[src/rtl/dma_pkg.sv]
package dma_pkg;

    localparam int REG_IDX_W = 3;
    localparam int CTRL_W    = 10;

    typedef enum logic [2:0] {
        RI_SRC  = 3'd0,
        RI_DST  = 3'd1,
        RI_CNT  = 3'd2,
        RI_CTRL = 3'd3,
        RI_STAT = 3'd4
    } reg_idx_e;

    typedef enum logic [1:0] {
        SZ_BYTE = 2'd0,
        SZ_HALF = 2'd1,
        SZ_WORD = 2'd2,
        SZ_BAD  = 2'd3
    } xsize_e;

    // bit 0 is START, bit 9 is the interrupt enable
    typedef struct packed {
        logic   irq_en;
        xsize_e dst_size;
        xsize_e src_size;
        logic   dst_inc;
        logic   src_inc;
        logic   auto_off;
        logic   req_en;
        logic   start;
    } ctrl_t;

    typedef enum logic [1:0] {
        ST_IDLE  = 2'd0,
        ST_READ  = 2'd1,
        ST_WRITE = 2'd2
    } eng_state_e;

    function automatic logic [2:0] size_bytes(xsize_e s);
        case (s)
            SZ_BYTE: return 3'd1;
            SZ_HALF: return 3'd2;
            default: return 3'd4;
        endcase
    endfunction

    function automatic logic [2:0] step_bytes(xsize_e a, xsize_e b);
        logic [2:0] na;
        logic [2:0] nb;
        na = size_bytes(a);
        nb = size_bytes(b);
        return (na > nb) ? na : nb;
    endfunction

    function automatic logic misaligned(logic [1:0] low, xsize_e s);
        case (s)
            SZ_BYTE: return 1'b0;
            SZ_HALF: return low[0];
            default: return |low;
        endcase
    endfunction

endpackage

[src/rtl/dma_regs.sv]
module dma_regs
    import dma_pkg::*;
#(
    parameter int ADDR_W = 32,
    parameter int CNT_W  = 24,
    parameter int DATA_W = 32
) (
    input  logic                 clk,
    input  logic                 rst,
    input  logic                 cfg_we,
    input  logic [REG_IDX_W-1:0] cfg_addr,
    input  logic [DATA_W-1:0]    cfg_wdata,
    output logic [DATA_W-1:0]    cfg_rdata,
    input  logic                 periph_req,
    input  logic                 step,
    output logic [ADDR_W-1:0]    src_q,
    output logic [ADDR_W-1:0]    dst_q,
    output ctrl_t                ctrl_q,
    output logic                 busy_q,
    output logic                 irq
);

    logic [CNT_W-1:0] cnt_q;
    logic             done_q;
    logic             err_q;

    logic  wr_src, wr_dst, wr_cnt, wr_ctrl, wr_stat;
    ctrl_t wctrl;
    ctrl_t eff_ctrl;
    logic  sw_start, hw_start, try_start;
    logic  clr_done, clr_err;
    logic  cfg_bad;
    logic  [2:0] step_now;
    logic  [2:0] start_step;
    logic  last;

    assign wr_src  = cfg_we && (cfg_addr == RI_SRC);
    assign wr_dst  = cfg_we && (cfg_addr == RI_DST);
    assign wr_cnt  = cfg_we && (cfg_addr == RI_CNT);
    assign wr_ctrl = cfg_we && (cfg_addr == RI_CTRL);
    assign wr_stat = cfg_we && (cfg_addr == RI_STAT);

    assign wctrl    = ctrl_t'(cfg_wdata[CTRL_W-1:0]);
    assign eff_ctrl = wr_ctrl ? wctrl : ctrl_q;

    assign clr_done  = wr_stat && cfg_wdata[0];
    assign clr_err   = wr_stat && cfg_wdata[2];
    assign sw_start  = wr_ctrl && wctrl.start;
    assign hw_start  = ctrl_q.req_en && periph_req && !err_q;
    assign try_start = !busy_q && !done_q && !clr_done && (sw_start || hw_start);

    assign start_step = step_bytes(eff_ctrl.src_size, eff_ctrl.dst_size);
    assign cfg_bad = (cnt_q == '0)
                  || (eff_ctrl.src_size == SZ_BAD)
                  || (eff_ctrl.dst_size == SZ_BAD)
                  || misaligned(src_q[1:0], eff_ctrl.src_size)
                  || misaligned(dst_q[1:0], eff_ctrl.dst_size)
                  || ((cnt_q[1:0] & (start_step[1:0] - 2'd1)) != 2'd0);

    // live sizes: a control write mid-block changes the next step at once
    assign step_now = step_bytes(ctrl_q.src_size, ctrl_q.dst_size);
    assign last     = (cnt_q <= CNT_W'(step_now));

    always_ff @(posedge clk) begin
        if (rst) begin
            src_q  <= '0;
            dst_q  <= '0;
            cnt_q  <= '0;
            ctrl_q <= '0;
            busy_q <= 1'b0;
            done_q <= 1'b0;
            err_q  <= 1'b0;
        end else begin
            if (!busy_q) begin
                if (wr_src) src_q <= cfg_wdata[ADDR_W-1:0];
                if (wr_dst) dst_q <= cfg_wdata[ADDR_W-1:0];
                if (wr_cnt) cnt_q <= cfg_wdata[CNT_W-1:0];
            end else if (step) begin
                if (ctrl_q.src_inc) src_q <= src_q + ADDR_W'(size_bytes(ctrl_q.src_size));
                if (ctrl_q.dst_inc) dst_q <= dst_q + ADDR_W'(size_bytes(ctrl_q.dst_size));
                cnt_q <= last ? '0 : cnt_q - CNT_W'(step_now);
            end

            if (wr_ctrl) begin
                ctrl_q       <= wctrl;
                ctrl_q.start <= 1'b0;
            end else if (step && last && ctrl_q.auto_off) begin
                ctrl_q.req_en <= 1'b0;
            end

            if (clr_err)
                err_q <= 1'b0;
            else if (try_start && cfg_bad)
                err_q <= 1'b1;

            if (clr_done) begin
                done_q <= 1'b0;
                busy_q <= 1'b0;
            end else if (step && last) begin
                done_q <= 1'b1;
                busy_q <= 1'b0;
            end else if (try_start && !cfg_bad) begin
                busy_q <= 1'b1;
            end
        end
    end

    always_comb begin
        case (cfg_addr)
            RI_SRC:  cfg_rdata = DATA_W'(src_q);
            RI_DST:  cfg_rdata = DATA_W'(dst_q);
            RI_CNT:  cfg_rdata = DATA_W'(cnt_q);
            RI_CTRL: cfg_rdata = DATA_W'(ctrl_q);
            RI_STAT: cfg_rdata = DATA_W'({err_q, busy_q, done_q});
            default: cfg_rdata = '0;
        endcase
    end

    assign irq = done_q && ctrl_q.irq_en;

    AST_BUSY_HAS_COUNT: assert property (@(posedge clk) disable iff (rst)
        busy_q |-> (cnt_q != '0));

    AST_DONE_BLOCKS_START: assert property (@(posedge clk) disable iff (rst)
        (done_q && !clr_done) |=> !busy_q);

    AST_AUTO_OFF_CLEARS: assert property (@(posedge clk) disable iff (rst)
        (step && last && ctrl_q.auto_off && !wr_ctrl) |=> !ctrl_q.req_en);

    AST_ERR_NO_RUN: assert property (@(posedge clk) disable iff (rst)
        $rose(err_q) |-> !busy_q);

endmodule

[src/rtl/dma_engine.sv]
module dma_engine
    import dma_pkg::*;
#(
    parameter int ADDR_W = 32,
    parameter int DATA_W = 32
) (
    input  logic              clk,
    input  logic              rst,
    input  logic              busy,
    input  logic              req_en,
    input  logic              periph_req,
    input  logic [ADDR_W-1:0] src_addr,
    input  logic [ADDR_W-1:0] dst_addr,
    input  xsize_e            src_size,
    input  xsize_e            dst_size,
    output logic              m_valid,
    output logic              m_write,
    output logic [ADDR_W-1:0] m_addr,
    output logic [1:0]        m_size,
    output logic [DATA_W-1:0] m_wdata,
    input  logic              m_ready,
    input  logic [DATA_W-1:0] m_rdata,
    output logic              step
);

    eng_state_e        state_q;
    logic [DATA_W-1:0] data_q;

    // dropping busy (abort) withdraws the request at once
    assign m_valid = busy && (state_q != ST_IDLE);
    assign m_write = (state_q == ST_WRITE);
    assign m_addr  = m_write ? dst_addr : src_addr;
    assign m_size  = m_write ? dst_size : src_size;
    assign m_wdata = data_q;
    assign step    = m_valid && m_write && m_ready;

    always_ff @(posedge clk) begin
        if (rst) begin
            state_q <= ST_IDLE;
            data_q  <= '0;
        end else if (!busy) begin
            state_q <= ST_IDLE;
        end else begin
            case (state_q)
                ST_IDLE: if (!req_en || periph_req) state_q <= ST_READ;
                ST_READ: if (m_ready) begin
                    data_q  <= m_rdata;
                    state_q <= ST_WRITE;
                end
                ST_WRITE: if (m_ready) state_q <= ST_IDLE;
                default: state_q <= ST_IDLE;
            endcase
        end
    end

    AST_WAIT_FOR_REQ: assert property (@(posedge clk) disable iff (rst)
        (busy && state_q == ST_IDLE && req_en && !periph_req) |=> !m_valid);

    AST_WRITE_FOLLOWS_READ: assert property (@(posedge clk) disable iff (rst)
        (m_valid && !m_write && m_ready) |=>
            (!busy || (m_valid && m_write && m_wdata == $past(m_rdata))));

    AST_ACCESS_HELD: assert property (@(posedge clk) disable iff (rst)
        (m_valid && !m_ready) |=> (!m_valid || $stable(m_write)));

endmodule

[src/rtl/dma_channel.sv]
module dma_channel
    import dma_pkg::*;
#(
    parameter int ADDR_W = 32,
    parameter int CNT_W  = 24,
    parameter int DATA_W = 32
) (
    input  logic                 clk,
    input  logic                 rst,
    input  logic                 cfg_we,
    input  logic [REG_IDX_W-1:0] cfg_addr,
    input  logic [DATA_W-1:0]    cfg_wdata,
    output logic [DATA_W-1:0]    cfg_rdata,
    input  logic                 periph_req,
    output logic                 m_valid,
    output logic                 m_write,
    output logic [ADDR_W-1:0]    m_addr,
    output logic [1:0]           m_size,
    output logic [DATA_W-1:0]    m_wdata,
    input  logic                 m_ready,
    input  logic [DATA_W-1:0]    m_rdata,
    output logic                 irq
);

    logic [ADDR_W-1:0] src_q;
    logic [ADDR_W-1:0] dst_q;
    ctrl_t             ctrl_q;
    logic              busy_q;
    logic              step;

    dma_regs #(.ADDR_W(ADDR_W), .CNT_W(CNT_W), .DATA_W(DATA_W)) i_regs (
        .clk        (clk),
        .rst        (rst),
        .cfg_we     (cfg_we),
        .cfg_addr   (cfg_addr),
        .cfg_wdata  (cfg_wdata),
        .cfg_rdata  (cfg_rdata),
        .periph_req (periph_req),
        .step       (step),
        .src_q      (src_q),
        .dst_q      (dst_q),
        .ctrl_q     (ctrl_q),
        .busy_q     (busy_q),
        .irq        (irq)
    );

    dma_engine #(.ADDR_W(ADDR_W), .DATA_W(DATA_W)) i_engine (
        .clk        (clk),
        .rst        (rst),
        .busy       (busy_q),
        .req_en     (ctrl_q.req_en),
        .periph_req (periph_req),
        .src_addr   (src_q),
        .dst_addr   (dst_q),
        .src_size   (ctrl_q.src_size),
        .dst_size   (ctrl_q.dst_size),
        .m_valid    (m_valid),
        .m_write    (m_write),
        .m_addr     (m_addr),
        .m_size     (m_size),
        .m_wdata    (m_wdata),
        .m_ready    (m_ready),
        .m_rdata    (m_rdata),
        .step       (step)
    );

endmodule

[config.mk]
export PLATFORM = sky130hd
export DESIGN_NAME = dma_channel
export DESIGN_NICKNAME = d
export VERILOG_FILES = /design/src/rtl/dma_pkg.sv /design/src/rtl/dma_regs.sv /design/src/rtl/dma_engine.sv /design/src/rtl/dma_channel.sv
export SDC_FILE = /design/constraint.sdc
export NUM_CORES = 1
export LEC_CHECK = 0
export CORE_ASPECT_RATIO = 0.75
export CORE_MARGIN = 3
export CORE_UTILIZATION = 50
export DETAILED_ROUTE_END_ITERATION = 8
export PLACE_DENSITY = 0.77
export SYNTH_ARGS = -nofsm -noshare
export SYNTH_HDL_FRONTEND = slang
export SYNTH_HIERARCHICAL = 1
export SYNTH_SLANG_ARGS = --single-unit
[constraint.sdc]
create_clock -name clk -period 11.6 [get_ports clk]
set_input_delay 2.32 -clock clk [delete_from_list [all_inputs] [get_ports clk]]
set_output_delay 2.32 -clock clk [all_outputs]
set_load 0.03 [all_outputs]
; Word level (Yosys, flattened, before mapping)
; Index checks and enable logic that the tools add are counted.
[word_totals]
mem_bits_rw = 0
wordCells = 138
mem_count = 0
ff_bits = 134
out_inout_bits = 101
in_bits = 72
latch_bits = 0
rom_bits = 0
[classes]
bitwise_logic = 2
add_sub_neg = 4
shift = 0
n_mux = 38
n_reduce_logical = 58
n_mul = 0
div_mod_pow = 0
eq_ne = 18
n_lt_le_gt_ge = 3
[op_table]
columns = cell, n
row1 = 2-to-1 mux 32 bit, 9
row2 = case mux 32 bit (5 select lines), 1
row3 = 2-to-1 mux 24 bit, 4
row4 = adder 32 x 3 -> 32 bit, 2
row5 = 2-to-1 mux 3 bit, 9
row6 = less-or-equal comparator 24 x 3 -> 1 bit, 1
row7 = zero test 24 bit, 1
row8 = case mux 3 bit (2 select lines), 4
row9 = subtractor 24 x 3 -> 24 bit, 1
row10 = logical AND 1 bit, 21
row11 = AND reduction 3 bit, 4
row12 = nonzero test 2 bit, 6
row13 = "equality test 2 x 1 -> 1 bit, second input constant", 5
row14 = zero test 2 bit, 5
row15 = 2-to-1 mux 2 bit, 5
row16 = OR reduction 2 bit, 5
row17 = 2-to-1 mux 9 bit, 1
row18 = "inequality test 2 x 1 -> 1 bit, second input constant", 4
row19 = logical OR 1 bit, 7
row20 = "equality test 2 bit, second input constant", 3
row21 = "equality test 3 x 2 -> 1 bit, second input constant", 2
row22 = greater-than comparator 3 bit, 2
row23 = zero test 1 bit, 6
row24 = case mux 2 bit (3 select lines), 1
row25 = 11 further kinds, 14

; Longest topological paths before layout
; Gate-level depths: netlist of the first run.
[depth]
depth_word = 13
mapped_depth = 17
mapped_depth_nobuf = 16

; Modules after synthesis
; Netlist of the first run, hierarchy kept.
[modules_own_cells]
columns = mod, instances, seq_area_each_um2, cells_per_inst, area_each_um2
row1 = dma_regs, 1, 2001.9, 1002, 7394.6
row2 = dma_engine, 1, 680.7, 189, 2135.8

; Worst setup path after synthesis of the first run
; Ideal clock, no wire load.
[synth_path]
path_kind = input to output
startpoint = in cfg_addr[0]
endpoint = out cfg_rdata[0]
path_stages = 5
path_slack_ns = 5.270
arrival_time_ns = 4.010
path_buffers = 3
required_ns = 9.280
cell_sequence = buf_1 -> clkbuf_1 -> buf_1 -> nand2_1 -> o22ai_1
[synth_via]
elab_chain_cells = 2
word_cells_on_any_way = 6
cone_classes = eq/ne (4) / mux (1) / reduce/logical (1)
[synth_rtl]
columns = element, line
row1 = "start, declared", dma_channel.sv:11  ; input logic [REG_IDX_W-1:0] cfg_addr,
row2 = "equality test 3 bit, or another cell as far along", dma_regs.sv:109  ; case (cfg_addr)
row3 = case mux 32 bit (5 select lines) (*), dma_regs.sv:109
row4 = "end, declared", dma_channel.sv:13  ; output logic [DATA_W-1:0] cfg_rdata,
; Mark *: on every way between the ends. The rest lies on a longest branch, timed or not.

; Worst setup path in the final report of the first run
[layout_path]
startpoint = in cfg_addr[0]
endpoint = out cfg_rdata[22]
; The elaborated chain is that of the path after synthesis.

==> qor.log, run 1 <==
INFO  run_status     run_status=finished, final reports clean
INFO  die            initial_utilization=51.3%
INFO  worst_hold_path path_class_of_the_lowest_slack_min_delay_path=flop to flop
INFO  timing         slew_violations=0
INFO  timing         worst_setup_slack_final=4340ps
INFO  place          preCtsSetupSlack=4430ps
INFO  global_route   grt_first_pass_wirelength=50900microns
INFO  timing         final_hold_fails=0
INFO  power          leakage=0.00418uW
INFO  cts            clk_latency=430ps
INFO  worst_setup_path worst-path-buf-inv=3
INFO  place          io_buffers=172
INFO  synthesis      synthesis.instances=1189
INFO  timing         unrepaired_setup_endpoints_after_global_routing=no
INFO  worst_setup_path worstPathCellList=buf_2 -> buf_4 -> nor2b_1 -> a21oi_1 -> nor2_1 -> clkdlybuf4s50_1
INFO  timing         min_cycle_time_layout=7260ps
INFO  worst_setup_path worst_r2r_startpoint=i_regs/ctrl_q[6]
INFO  routing        dr.pass1.iters=6
INFO  worst_setup_path count_of_cells_along_the_worst_register_to_register_path=16
INFO  cts            postCtsSetupRepairBufs=0
INFO  global_route   first_global_vias=9197
INFO  final_layout   area_of_all_sequential_standard_cells=2680squm
INFO  cts            clk_path_buf_depth=2
INFO  cts            cts-buffers-inserted=17
INFO  timing         fin_skew=8.42ps
INFO  worst_setup_path critical_path.startpoint_type=input port
INFO  run            max-cap-violations=0
INFO  routing        drt_first_iter_violations=1286
INFO  routing        vias_per_cell=6.40
INFO  timing         timing.slew.headroom=14.7%
INFO  worst_setup_path critPathArrivalTime=4940ps
INFO  final_layout   n_fill_cell=1608
INFO  routing        drt-wirelength-per-cell=20.9microns
INFO  cts            htreeDepth=4
INFO  cts            tritoncts_num_sinks=134
INFO  worst_setup_path critPathMaxFanout=40
INFO  die            ioPinCount=173
INFO  worst_hold_path hold_path_startpoint=i_engine/m_wdata[26]
INFO  global_route   antenna_found_initial=0
INFO  worst_setup_path r2r_slack=6670ps
INFO  power          total_power=1220uW
INFO  worst_setup_path critical_path_endpoint_category=primary output
INFO  place          hpwl=22300microns
INFO  cts            cts_resized=0
INFO  final_layout   areaGrowthSynthToFinish=24.0%
INFO  timing         final.period_utilization=62.6%
INFO  synthesis      avgSynthCellArea=8.01squm
INFO  die            fp.dieH=125microns
INFO  routing        antenna_left=0
INFO  cts            clk_pin_slew=60ps
INFO  power          cellPowerDensity=103nW/um^2
INFO  routing        routed-via-count=10009
INFO  cts            cts.root.buffer_cell=clkbuf_16
INFO  cts            cts.hold.buffers_added=0
INFO  worst_setup_path slowest_stage=nor2b_1
INFO  worst_setup_path path_delay_family=buffers and inverters
INFO  routing        totalWireLength=32700microns
INFO  final_layout   final_layout_size_suffix_gt1_share=9.11%
INFO  final_layout   multiInputGateArea=6340squm
INFO  final_layout   utilization=63.6%
INFO  timing         setup_violations=0
INFO  synthesis      syn_area=9520squm
INFO  global_route   grt_start_max_net_pins=87
INFO  die            die_area=20700squm
INFO  synthesis      postSynthNetCount=1277
INFO  place          gp_congestion=0.934
INFO  die            core.rowCount=43
INFO  worst_hold_path min_delay_path_depth=2
INFO  synthesis      synth-warning-count=6
INFO  power          peakVddDrop=0.0000892V
INFO  final_layout   nNetsFinal=1392
INFO  timing         timing.setup.tns=0ps
INFO  cts            tritoncts=built
INFO  final_layout   antenna-diode-count=0
INFO  die            core_region_area=18600squm
INFO  routing        post-route-drc-count=0
INFO  global_route   groute.usage.overall=30.8%
INFO  worst_setup_path delay_of_the_slowest_critical_path_stage=980ps
INFO  die            chipWidth=165microns
INFO  worst_setup_path timing.critical_path.required=9280ps
INFO  timing         fmax=0.138GHz
INFO  timing         worst_slew_pin_slew=1260ps
INFO  worst_setup_path setup.worst_path.class=input port to primary output
INFO  worst_setup_path rr_endpoint=i_regs/cnt_q[13]
INFO  worst_hold_path min_to=i_engine/m_wdata[26]
INFO  global_route   gr-total-overflow=0
-- area by class of cell --
cell class	instances	area share (%)
multi-input combinational	946	53.7
inverter	21	0.668
timing repair buffer	184	15.2
tap	247	2.62
clock inverter	15	1.42
sequential	134	22.7
clock buffer	17	3.61
-- layer usage --
layer	wire (microns)	GRT usage [%]	part of all wire [%]
met5	0	0	0
met4	947	11.6	2.9
met3	4110	8.38	13
met2	13600	43.4	41
met1	14100	44.7	43
-- worst min-delay path, delay by kind of cell, from the launching register on --
family           cells  cell delay, ps
AND/OR/NAND/NOR      1              60
flip-flops           1             310
multiplexers         1              60
-- layout by cell type, fill, tap and decap left out, drive strengths merged, types with 6 or more instances in the layout --
cell type,instances
a221oi,7
nor2b,23
nand3,35
nor3,35
nand3b,8
o31ai,10
and4,6
ha,13
a21oi,77
mux2i,81
or2,7
o22ai,24
o21ai,65
nand4,19
nor4,17
clkbuf,17
and2,6
mux2,38
mux4,7
buf,15
nor2,136
or3,7
a31oi,12
dfxtp,134
inv,27
and3,26
a22oi,23
nand2,93
nand2b,72
a211oi,19
a2111oi,7
a21o,9
clkdlybuf4s50,169
-- report_power, final --
group / leakage (uW) / internal (uW) / switching, uW
clock network: 0.000274 / 321 / 230
logic: 0.00283 / 77.7 / 106
registers: 0.00108 / 469 / 15.5
-- registers in the layout, summed over array words and instances (netlist names) --
register,count
i_regs/src_q,32
i_regs/dst_q,32
i_engine/m_wdata,32
i_regs/ctrl_q,9
i_regs/done_q,1
i_regs/busy_q,1
i_regs/err_q,1
i_regs/cnt_q,24
i_engine/state_q,2
-- worst max-delay path by stage --
stage / slack (ps) / from / cells after the start / end
floorplan: 5270 / cfg_addr[0] / 5 / cfg_rdata[0]
detailed placement: 4430 / cfg_addr[0] / 6 / cfg_rdata[22]
global placement: 4520 / cfg_addr[0] / 6 / cfg_rdata[11]
CTS: 4410 / cfg_addr[0] / 6 / cfg_rdata[22]
finish: 4340 / cfg_addr[0] / 6 / cfg_rdata[22]
global route: 4210 / cfg_addr[0] / 6 / cfg_rdata[19]
-- metrics by stage --
| stage | area [sq um] | cells | hold slack, ps |
|---|---|---|---|
| 5_1_grt | 11800 | 1564 | 488 |
| 4_1_cts | 11800 | 1564 | 475 |
| 2_1_floorplan | 9520 | 1189 | 442 |
| 3_5_place_dp | 11200 | 1532 | 461 |
| 6_report | 11800 | 1564 | 470 |
| 3_3_place_gp | 11200 | 1532 | 458 |
(Power assumes the default switching activity.)
==> run 2: changes to the inputs <==
- clock period: 11.6 -> 7.37 ns (I/O delays scaled with it)
==> qor.log, run 2 (synthesis gave the netlist of run 1 again) <==
INFO  worst_setup_path critical_path.startpoint_type=input port
INFO  die            die_area=20700squm
INFO  worst_setup_path worst_r2r_startpoint=i_regs/ctrl_q[6]
INFO  cts            cts_resized=0
INFO  global_route   grt_start_max_net_pins=73
INFO  timing         slew_violations=0
INFO  die            core.rowCount=43
INFO  cts            cts.root.buffer_cell=clkbuf_16
INFO  die            ioPinCount=173
INFO  routing        post-route-drc-count=0
INFO  worst_setup_path setup.worst_path.start=cfg_addr[0]
INFO  final_layout   nNetsFinal=1393
INFO  cts            clk_path_buf_depth=2
INFO  worst_setup_path rr_endpoint=i_regs/cnt_q[18]
INFO  global_route   first_global_vias=9182
INFO  timing         worst_slew_pin_slew=1260ps
INFO  cts            tritoncts=built
INFO  routing        antenna_left=0
INFO  place          postPlaceCellArea=11200squm
INFO  routing        drt_first_iter_violations=1267
INFO  power          leakage=0.00422uW
INFO  routing        drt-wirelength-per-cell=21.1microns
INFO  worst_hold_path min_to=i_engine/m_wdata[5]
INFO  timing         setup_violations=0
INFO  cts            cts.hold.buffers_added=0
INFO  worst_setup_path r2r_slack=2430ps
INFO  worst_setup_path timing.critical_path.required=5900ps
INFO  final_layout   layout_common_cells=clkdlybuf4s50_1 (169), nor2_1 (134), dfxtp_1 (133), nand2_1 (93), mux2i_1 (81)
INFO  power          total_power=2010uW
INFO  routing        totalWireLength=33100microns
INFO  cts            clk_latency=430ps
INFO  die            chipWidth=165microns
INFO  cts            tritoncts_num_sinks=134
INFO  die            core_region_area=18600squm
INFO  routing        dr.pass1.iters=6
INFO  global_route   antenna_found_initial=0
INFO  global_route   gr-total-overflow=0
INFO  global_route   groute.usage.overall=31.0%
INFO  final_layout   leading_cell_type_in_the_layout_fill_and_taps_excluded=clkdlybuf4s50_1
INFO  worst_setup_path critPathArrivalTime=4000ps
INFO  place          gp_congestion=0.950
INFO  cts            htreeDepth=4
INFO  worst_hold_path min_delay_path_depth=2
INFO  timing         fmax=0.183GHz
INFO  run_status     run_status=finished, final reports clean
INFO  worst_setup_path critPathMaxFanout=22
INFO  power          peakVddDrop=0.000109V
INFO  final_layout   final_design_area_no_fill=11900squm
INFO  die            initial_utilization=51.3%
INFO  timing         worst_setup_slack_final=1890ps
INFO  cts            cts-buffers-inserted=17
INFO  timing         timing.setup.tns=0ps
INFO  timing         final.period_utilization=74.3%
INFO  worst_hold_path path_class_of_the_lowest_slack_min_delay_path=flop to flop
INFO  final_layout   antenna-diode-count=0
INFO  timing         final_hold_fails=0
INFO  place          io_buffers=172
INFO  power          cellPowerDensity=169nW/um^2
INFO  worst_setup_path count_of_cells_along_the_worst_register_to_register_path=16
INFO  place          hpwl=22900microns
INFO  die            fp.dieH=125microns
INFO  timing         unrepaired_setup_endpoints_after_global_routing=no
INFO  run            max-cap-violations=0
INFO  final_layout   utilization=63.9%
INFO  worst_hold_path hold_path_startpoint=i_engine/m_wdata[5]
INFO  global_route   grt_first_pass_wirelength=50600microns
INFO  final_layout   final_layout_size_suffix_gt1_share=9.18%
INFO  routing        vias_per_cell=6.40
INFO  worst_setup_path setup.worst_path.class=input port to primary output
INFO  place          preCtsSetupSlack=1980ps
INFO  worst_setup_path critical_path_endpoint_category=primary output
INFO  timing         min_cycle_time_layout=5480ps
INFO  timing         fin_skew=5.00ps
INFO  cts            clk_pin_slew=60ps
INFO  final_layout   areaGrowthSynthToFinish=24.6%
INFO  cts            postCtsSetupRepairBufs=0
INFO  routing        routed-via-count=10013
INFO  timing         timing.slew.headroom=14.9%
==> run 2: changes by cell type in the layout (fill, tap and decap cells not counted), sizes merged <==
cell / change
clkinvlp: -1
clkinv: +1
bufinv: +3
inv: -3
buf: +1
==> run 2: cell type report <==
type	instances	area (sq um)
Fill cell	1605	6700
Timing Repair Buffer	185	1810
Inverter	21	78.8
Sequential cell	134	2680
Clock buffer	17	425
Multi-Input combinational cell	946	6340
Clock inverter	15	225
Tap cell	247	309
==> run 2: worst max path at each step <==
stage	endpoint	slack, ps	depth (start not counted)
6_report	cfg_rdata[23]	1890	5
2_1_floorplan	cfg_rdata[0]	2730	5
3_5_place_dp	cfg_rdata[23]	1980	5
3_3_place_gp	cfg_rdata[16]	2050	5
4_1_cts	cfg_rdata[23]	1970	5
5_1_grt	cfg_rdata[23]	1750	5
==> run 2: per-layer routing <==
layer	part of all wire [%]	wire length, microns	global-route usage [%]
met4	2.4	800	10.9
met1	43	14100	44.1
met2	42	14000	44.1
met3	13	4150	9.80
met5	0	0	0
==> run 2: per-stage QoR <==
step           hold WS [ps]  cells
2_1_floorplan           442   1189
3_3_place_gp            458   1533
3_5_place_dp            465   1533
4_1_cts                 477   1565
5_1_grt                 489   1565
6_report                472   1565
==> run 2: worst max-delay path, cell delays in order <==
cell,delay (ps)
buf_2,460
nor2b_1,1010
a21oi_1,190
nor2_1,150
clkdlybuf4s50_1,700
==> run 2: power by group <==
group	switching, uW	internal, uW	total [uW]
combinational	165	122	287
clock	355	602	957
sequential	25.2	738	763
total	546	1460	2010
